$ cat src/rtl/sram_seq_pkg.sv
`timescale 1ns/1ps
package sram_seq_pkg;

  typedef enum logic [2:0] {
    ST_IDLE     = 3'd0,
    ST_ASETUP   = 3'd1,
    ST_WPULSE   = 3'd2,
    ST_WRECOV   = 3'd3,
    ST_RACCESS  = 3'd4,
    ST_RRELEASE = 3'd5,
    ST_TURN     = 3'd6
  } seq_state_e;

  // Cycles needed to cover a limit in ns: rounded up, at least one.
  function automatic int unsigned ns_to_cyc(input int unsigned ns, input int unsigned per);
    int unsigned c;
    c = (ns + per - 1) / per;
    if (c == 0) c = 1;
    return c;
  endfunction

  function automatic int unsigned max2(input int unsigned a, input int unsigned b);
    return (a > b) ? a : b;
  endfunction

  function automatic int unsigned max3(input int unsigned a, input int unsigned b,
                                       input int unsigned c);
    return max2(max2(a, b), c);
  endfunction

endpackage

$ cat src/rtl/sram_phase_timer.sv
`timescale 1ns/1ps
module sram_phase_timer #(
  parameter int unsigned CNT_W = 4
) (
  input  logic             clk,
  input  logic             rst,
  input  logic             load,
  input  logic [CNT_W-1:0] load_val,
  output logic [CNT_W-1:0] cnt,
  output logic             last
);

  always_ff @(posedge clk) begin
    if (rst) begin
      cnt <= '0;
    end else if (load) begin
      cnt <= load_val;
    end else if (cnt != '0) begin
      cnt <= cnt - 1'b1;
    end
  end

  assign last = (cnt == '0);

endmodule

$ cat src/rtl/sram_seq_fsm.sv
`timescale 1ns/1ps
module sram_seq_fsm
  import sram_seq_pkg::*;
#(
  parameter int unsigned N_PW   = 1,
  parameter int unsigned N_REC  = 1,
  parameter int unsigned N_RA   = 1,
  parameter int unsigned N_TURN = 1,
  parameter int unsigned CNT_W  = 4
) (
  input  logic             clk,
  input  logic             rst,
  input  logic             req,
  input  logic             req_write,
  output seq_state_e       state,
  output logic [CNT_W-1:0] cnt,
  output logic             phase_last,
  output logic             accept,
  output logic             wr_end_evt,
  output logic             rd_capture_evt
);

  seq_state_e       nxt;
  logic             load;
  logic [CNT_W-1:0] load_val;

  // Counter value loaded on entry to a phase: its length minus one.
  function automatic logic [CNT_W-1:0] entry_count(input seq_state_e s);
    case (s)
      ST_WPULSE:  return CNT_W'(N_PW - 1);
      ST_WRECOV:  return CNT_W'(N_REC - 1);
      ST_RACCESS: return CNT_W'(N_RA - 1);
      ST_TURN:    return CNT_W'(N_TURN - 1);
      default:    return '0;
    endcase
  endfunction

  always_comb begin
    nxt = state;
    case (state)
      ST_IDLE:     if (req) nxt = req_write ? ST_ASETUP : ST_RACCESS;
      ST_ASETUP:   nxt = ST_WPULSE;
      ST_WPULSE:   if (phase_last) nxt = ST_WRECOV;
      ST_WRECOV:   if (phase_last) nxt = ST_IDLE;
      ST_RACCESS:  if (phase_last) nxt = ST_RRELEASE;
      ST_RRELEASE: nxt = ST_TURN;
      ST_TURN:     if (phase_last) nxt = ST_IDLE;
      default:     nxt = ST_IDLE;
    endcase
  end

  assign load     = (nxt != state);
  assign load_val = entry_count(nxt);

  assign accept         = (state == ST_IDLE) && req;
  assign wr_end_evt     = (state == ST_WPULSE) && phase_last;
  assign rd_capture_evt = (state == ST_RACCESS) && phase_last;

  always_ff @(posedge clk) begin
    if (rst) state <= ST_IDLE;
    else     state <= nxt;
  end

  sram_phase_timer #(.CNT_W(CNT_W)) u_timer (
    .clk      (clk),
    .rst      (rst),
    .load     (load),
    .load_val (load_val),
    .cnt      (cnt),
    .last     (phase_last)
  );

endmodule

$ cat src/rtl/sram_pin_decode.sv
`timescale 1ns/1ps
module sram_pin_decode
  import sram_seq_pkg::*;
#(
  parameter int unsigned N_PW  = 2,
  parameter int unsigned N_HZ  = 1,
  parameter int unsigned N_REC = 1,
  parameter int unsigned CNT_W = 4
) (
  input  seq_state_e       state,
  input  logic [CNT_W-1:0] cnt,
  output logic             cs_n,
  output logic             we_n,
  output logic             oe_n,
  output logic             drive
);

  // Pulse counter value at and below which the bus-release wait is over.
  localparam int unsigned DRV_LIMIT = N_PW - N_HZ - 1;

  always_comb begin
    cs_n  = 1'b1;
    we_n  = 1'b1;
    oe_n  = 1'b1;
    drive = 1'b0;
    case (state)
      ST_ASETUP: cs_n = 1'b0;
      ST_WPULSE: begin
        cs_n  = 1'b0;
        we_n  = 1'b0;
        drive = (cnt <= CNT_W'(DRV_LIMIT));
      end
      ST_WRECOV: drive = (cnt == CNT_W'(N_REC - 1));
      ST_RACCESS: begin
        cs_n = 1'b0;
        oe_n = 1'b0;
      end
      default: ;
    endcase
  end

endmodule

$ cat src/rtl/sram_rd_capture.sv
`timescale 1ns/1ps
module sram_rd_capture #(
  parameter int unsigned DATA_W = 8
) (
  input  logic              clk,
  input  logic              rst,
  input  logic              capture,
  input  logic [DATA_W-1:0] dq_in,
  output logic [DATA_W-1:0] rdata,
  output logic              rvalid
);

  always_ff @(posedge clk) begin
    if (rst) begin
      rdata  <= '0;
      rvalid <= 1'b0;
    end else begin
      rvalid <= capture;
      if (capture) rdata <= dq_in;
    end
  end

endmodule

$ cat src/rtl/sram_seq_ctrl.sv
`timescale 1ns/1ps
module sram_seq_ctrl
  import sram_seq_pkg::*;
#(
  parameter int unsigned ADDR_W   = 19,
  parameter int unsigned DATA_W   = 8,
  parameter int unsigned T_CLK_NS = 5,
  parameter int unsigned T_WC_NS  = 55,
  parameter int unsigned T_PWE_NS = 40,
  parameter int unsigned T_SD_NS  = 25,
  parameter int unsigned T_AW_NS  = 45,
  parameter int unsigned T_RC_NS  = 55,
  parameter int unsigned T_AA_NS  = 55,
  parameter int unsigned T_DOE_NS = 25,
  parameter int unsigned T_HZ_NS  = 20
) (
  input  logic              clk,
  input  logic              rst,
  input  logic              req,
  input  logic              req_write,
  input  logic [ADDR_W-1:0] req_addr,
  input  logic [DATA_W-1:0] req_wdata,
  output logic              ready,
  output logic              rsp_valid,
  output logic [DATA_W-1:0] rsp_rdata,
  output logic [ADDR_W-1:0] mem_addr,
  output logic              mem_cs_n,
  output logic              mem_we_n,
  output logic              mem_oe_n,
  output logic [DATA_W-1:0] mem_dq_out,
  output logic              mem_dq_drive,
  input  logic [DATA_W-1:0] mem_dq_in
);

  localparam int unsigned C_WC  = ns_to_cyc(T_WC_NS, T_CLK_NS);
  localparam int unsigned C_PWE = ns_to_cyc(T_PWE_NS, T_CLK_NS);
  localparam int unsigned C_SD  = ns_to_cyc(T_SD_NS, T_CLK_NS);
  localparam int unsigned C_AW  = ns_to_cyc(T_AW_NS, T_CLK_NS);
  localparam int unsigned C_RC  = ns_to_cyc(T_RC_NS, T_CLK_NS);
  localparam int unsigned C_AA  = ns_to_cyc(T_AA_NS, T_CLK_NS);
  localparam int unsigned C_DOE = ns_to_cyc(T_DOE_NS, T_CLK_NS);
  localparam int unsigned C_HZ  = ns_to_cyc(T_HZ_NS, T_CLK_NS);

  // The setup cycle already has chip select low, so the pulse owes one less.
  localparam int unsigned N_PW   = max3(C_PWE, C_HZ + C_SD, (C_AW > 1) ? C_AW - 1 : 1);
  localparam int unsigned N_REC  = (C_WC > 1 + N_PW) ? C_WC - 1 - N_PW : 1;
  localparam int unsigned N_RA   = max3(C_RC, C_AA, C_DOE);
  localparam int unsigned N_TURN = C_HZ;
  localparam int unsigned MAXLEN = max3(N_PW, N_RA, max2(N_REC, N_TURN));
  localparam int unsigned CNT_W  = $clog2(MAXLEN + 1);

  seq_state_e        state;
  logic [CNT_W-1:0]  cnt;
  logic              phase_last;
  logic              accept;
  logic              wr_end_evt;
  logic              rd_capture_evt;
  logic [ADDR_W-1:0] addr_q;
  logic [DATA_W-1:0] wdata_q;

  sram_seq_fsm #(
    .N_PW   (N_PW),
    .N_REC  (N_REC),
    .N_RA   (N_RA),
    .N_TURN (N_TURN),
    .CNT_W  (CNT_W)
  ) u_fsm (
    .clk            (clk),
    .rst            (rst),
    .req            (req),
    .req_write      (req_write),
    .state          (state),
    .cnt            (cnt),
    .phase_last     (phase_last),
    .accept         (accept),
    .wr_end_evt     (wr_end_evt),
    .rd_capture_evt (rd_capture_evt)
  );

  sram_pin_decode #(
    .N_PW  (N_PW),
    .N_HZ  (C_HZ),
    .N_REC (N_REC),
    .CNT_W (CNT_W)
  ) u_pins (
    .state (state),
    .cnt   (cnt),
    .cs_n  (mem_cs_n),
    .we_n  (mem_we_n),
    .oe_n  (mem_oe_n),
    .drive (mem_dq_drive)
  );

  sram_rd_capture #(.DATA_W(DATA_W)) u_cap (
    .clk     (clk),
    .rst     (rst),
    .capture (rd_capture_evt),
    .dq_in   (mem_dq_in),
    .rdata   (rsp_rdata),
    .rvalid  (rsp_valid)
  );

  always_ff @(posedge clk) begin
    if (rst) begin
      addr_q  <= '0;
      wdata_q <= '0;
    end else if (accept) begin
      addr_q  <= req_addr;
      wdata_q <= req_wdata;
    end
  end

  assign ready      = (state == ST_IDLE);
  assign mem_addr   = addr_q;
  assign mem_dq_out = wdata_q;

endmodule

$ cat config.mk
export PLATFORM = sky130hd
export DESIGN_NAME = sram_seq_ctrl
export DESIGN_NICKNAME = d
export VERILOG_FILES = /design/src/rtl/sram_seq_pkg.sv /design/src/rtl/sram_phase_timer.sv /design/src/rtl/sram_seq_fsm.sv /design/src/rtl/sram_pin_decode.sv /design/src/rtl/sram_rd_capture.sv /design/src/rtl/sram_seq_ctrl.sv
export SDC_FILE = /design/constraint.sdc
export NUM_CORES = 1
export LEC_CHECK = 0
export BUFFER_PORTS_ARGS = -buffer_cell sky130_fd_sc_hd__buf_2
export CELL_PAD_IN_SITES_DETAIL_PLACEMENT = 1
export CELL_PAD_IN_SITES_GLOBAL_PLACEMENT = 2
export CORE_ASPECT_RATIO = 0.9
export CORE_MARGIN = 5
export CORE_UTILIZATION = 26
export DETAILED_ROUTE_END_ITERATION = 10
export GPL_ROUTABILITY_DRIVEN = 1
export HOLD_SLACK_MARGIN = 0.03
export PLACE_DENSITY_LB_ADDON = 0.15
export RECOVER_POWER = 50
export SYNTH_ARGS = -nofsm -noshare
export SYNTH_HDL_FRONTEND = slang
export SYNTH_SLANG_ARGS = --single-unit
$ cat constraint.sdc
create_clock -name clk -period 3.8 [get_ports clk]
set_input_delay 0.57 -clock clk [delete_from_list [all_inputs] [get_ports clk]]
set_output_delay 0.57 -clock clk [all_outputs]
set_load 0.01 [all_outputs]
==> metrics.md <==
| Metric | Value |
|---|---|
| HP Class | flip-flop to flip-flop |
| Clock Path Buffers | 2 |
| Synth warn | 0 |
| Vias in the first global route | 1744 |
| Largest delay contributor family on the critical path | simple AND/OR/NAND/NOR gates |
| Setup bufs post-CTS | 0 |
| Tmin final | 2.45 ns |
| Synth Register Bits | 43 |
| CTS tree | yes |
| Critical path's slowest cell | nor3b_1 |
| Worst-Margin Slew | 0.993 ns |
| Top-area cell type share of the netlist area | 0.487 |
| Post-Syn Area | 1770 um^2 |
| Core Rows | 28 |
| Hold_sp | u_cap.rdata[2] |
| Nets | 336 |
| Clk sinks | 43 |
| Die area | 8550 um^2 |
| Worst skew pair latency | 0.30 ns |
| Final setup viols | 0 |
| Final period utilization | 0.644 |
| PwrDens | 687 nW/um^2 |
| CP endpoint kind | flip-flop |
| PortBufs | 79 |
| RSZ-0062 raised after global routing | no |
| Endpoints failing hold | 0 |
| Die height | 88.2 um |
| Hold Path End | u_cap.rdata[2] |
| Routed length per placed instance | 13.5 um |
| Rel. slew slack | 0.338 |
| Outcome | finished, final reports clean |
| Largest net degree at the start of global routing | 43 |
| Critical R2R Launch | u_fsm.u_timer.cnt[0] |
| Buf/Inv on CP | 1 |
| Leak Pwr | 0.871 nW |
| Post-Place Cell Area | 2210 um^2 |
| H-tree levels | 2 |
| P&R area growth vs syn | 27.6% |
| Root Buffer | clkbuf_8 |
| Hold depth | 2 |
| R2r setup slk | 1.35 ns |
| Max Clock Freq | 409 MHz |
| Syn avg cell area | 7.89 um^2 |
| GRT Residual Overflow | 0 |
| Critical Path Start Type | flip-flop |
| # DRC | 0 |
| Clock power share | 0.210 |
| Pint | 0.936 mW |
| Seq pwr share | 0.407 |
| CP Cell Sequence | inv_1 > ha_1 > nor3b_1 > nand3_1 > a221oi_2 |
| Design Area, Final | 2260 um^2 |
| Setup CP Type | flip-flop to flip-flop |
| Initial antenna violation count | 0 |
| Fin Setup TNS | 0 ns |
| Share of cells above drive strength 1 | 0.189 |
| Clock Skew | 0.0139 ns |
| Critical path depth | 5 |
| Mapped Cells | 224 |
| Hold_buf cts | 0 |
| Yosys cell types | 34 |
| # IOs | 80 |
| CP peak stage delay | 0.81 ns |
| CTS Buf Count | 5 |
| Data arrival time of the worst path | 2.66 ns |
| Post-DRT Antenna Nets | 0 |
| DR vias/cell | 4.42 |
| Placer congestion estimate | 0.715 |
| Worst path required time | 4.02 ns |
| Core ar. | 6590 um^2 |
| Total GRT Usage | 0.123 |
| Post-detail-place hpwl | 3680 um |
| Max cap viols | 0 |
| Via count | 1707 |
| P_sw | 0.615 mW |
| Sw frac | 0.397 |
| Die Wd | 96.9 um |
| Largest cells by area after synthesis | dfxtp_1 49%, nand2_1 16%, a21oi_1 12% |
| Resized Gates After CTS | 0 |
| First-pass GRT wire length | 8420 um |
| Power Total | 1.55 mW |
| Sequential share of the synthesized area | 0.487 |
| Crit Reg-Reg Endpoint | u_fsm.state[0] |
| DR pass1 iterations | 4 |
| Final WL | 5220 um |
| Cell taking the most area after synthesis | dfxtp_1 |
| N_diodes | 0 |
| Syn_nets | 265 |
| Worst reg-to-reg path cell count | 5 |
| Worst-path fanout max | 10 |
| Logic pwr share | 0.383 |
| Final Max Slew Viols | 0 |
| Initial Util | 0.268 |
| Clock slew at reported path FFs | 0.09 ns |
| Peak VDD IR | 0.191 mV |
| DRT iter0 DRCs | 91 |
[metrics by stage]
stage	worst slack, ns	utilization	hold slack, ns	instances
after global routing	1.18	0.343	0.477	386
after CTS	1.60	0.351	0.460	386
final	1.35	0.343	0.459	386
after floorplan	2.04	-	0.481	224
after global placement	1.86	0.335	0.440	378
after detailed placement	1.85	0.335	0.446	378
[cell type report]
type / instances / area (um^2)
clock buffer: 7 / 96.3
clock inverter: 1 / 7.51
fill: 852 / 4330
inverter: 5 / 18.8
multi-input combinational: 161 / 810
sequential: 43 / 861
tap: 90 / 113
timing repair buffer: 79 / 350
[layer usage]
layer,track usage,part of all wire,up-vias
met5,0,0,-
met4,0.0459,0.013,0
met3,0.0441,0.058,8
met2,0.180,0.42,53
met1,0.167,0.51,763
li1,-,-,883
[flip-flops by register name, indices dropped and copies added, names as in the netlist]
signal / cells
mem_addr: 19
mem_dq_out: 8
u_cap.rdata: 8
u_cap.rvalid: 1
u_fsm.state: 3
u_fsm.u_timer.cnt: 4
[power groups by stage]
stage | Sequential, mW | Combinational, mW | Clock (mW)
6_report | 0.631 | 0.594 | 0.326
5_1_grt | 0.647 | 0.678 | 0.364
3_5_place_dp | 0.644 | 0.631 | 0
4_1_cts | 0.633 | 0.633 | 0.346
2_1_floorplan | 0.640 | 0.439 | 0
3_3_place_gp | 0.642 | 0.632 | 0
[worst max path at each step]
| stage | start | slack [ns] | to |
|---|---|---|---|
| global placement | u_fsm.u_timer.cnt[0] | 1.86 | u_fsm.state[0] |
| detailed placement | u_fsm.state[0] | 1.85 | mem_addr[14] |
| global route | u_fsm.u_timer.cnt[0] | 1.18 | u_fsm.state[0] |
| finish | u_fsm.u_timer.cnt[0] | 1.35 | u_fsm.state[0] |
| CTS | u_fsm.u_timer.cnt[0] | 1.60 | mem_dq_drive |
| floorplan | u_fsm.u_timer.cnt[0] | 2.04 | mem_dq_drive |
[placed cells by master, fill, tap and decap left out, drive strengths merged]
master,netlist,layout
a211oi,1,1
a21oi,43,43
a221oi,1,1
a31oi,2,2
and2,2,2
and3,1,1
buf,7,43
clkbuf,8,43
clkinvlp,0,1
dfxtp,43,43
ha,2,2
inv,5,5
maj3,1,1
mux2i,1,1
nand2,74,74
nand2b,2,2
nand3,2,2
nor2,4,4
nor2b,2,2
nor3,6,6
nor3b,1,1
nor4,2,2
o211ai,1,1
o21a,2,2
o21ai,1,1
o21bai,1,1
o22ai,1,1
o311a,1,1
o31ai,1,1
or2,2,2
or3b,1,1
xnor2,3,3
[synth_stat cells (all sizes together)]
library cell and n:
nand3 2, o211ai 1, clkbuf 8, o22ai 1, nor3 6, and3 1, o311a 1, mux2i 1
a221oi 1, nor4 2, a21oi 43, o21ai 1, ha 2, nor2b 2, nand2b 2, dfxtp 43
xnor2 3, nor2 4, or3b 1, o31ai 1, o21a 2, and2 2, nor3b 1, o21bai 1
a211oi 1, a31oi 2, buf 7, maj3 1, inv 5, or2 2, nand2 74
[logic make-up (layout without fill, tap and decap cells)]
family | Yosys count | count (layout) | share of synthesized area
AO/OA/AOI/OAI | 55 | 55 | 0.175
XOR/XNOR | 3 | 3 | 0.0149
AND/OR/NAND/NOR | 99 | 99 | 0.249
multiplexers | 1 | 1 | 0.00566
adder cells (fa/ha/maj) | 3 | 3 | 0.0198
flip-flops | 43 | 43 | 0.487
buffers and inverters | 20 | 92 | 0.0488
[tightest hold or removal path, stage by stage (launching register included)]
cell     delay [ns]
dfxtp_1        0.32
nand2_1        0.05
a21oi_1        0.05
No activity file was read; power rests on OpenSTA's default activity.
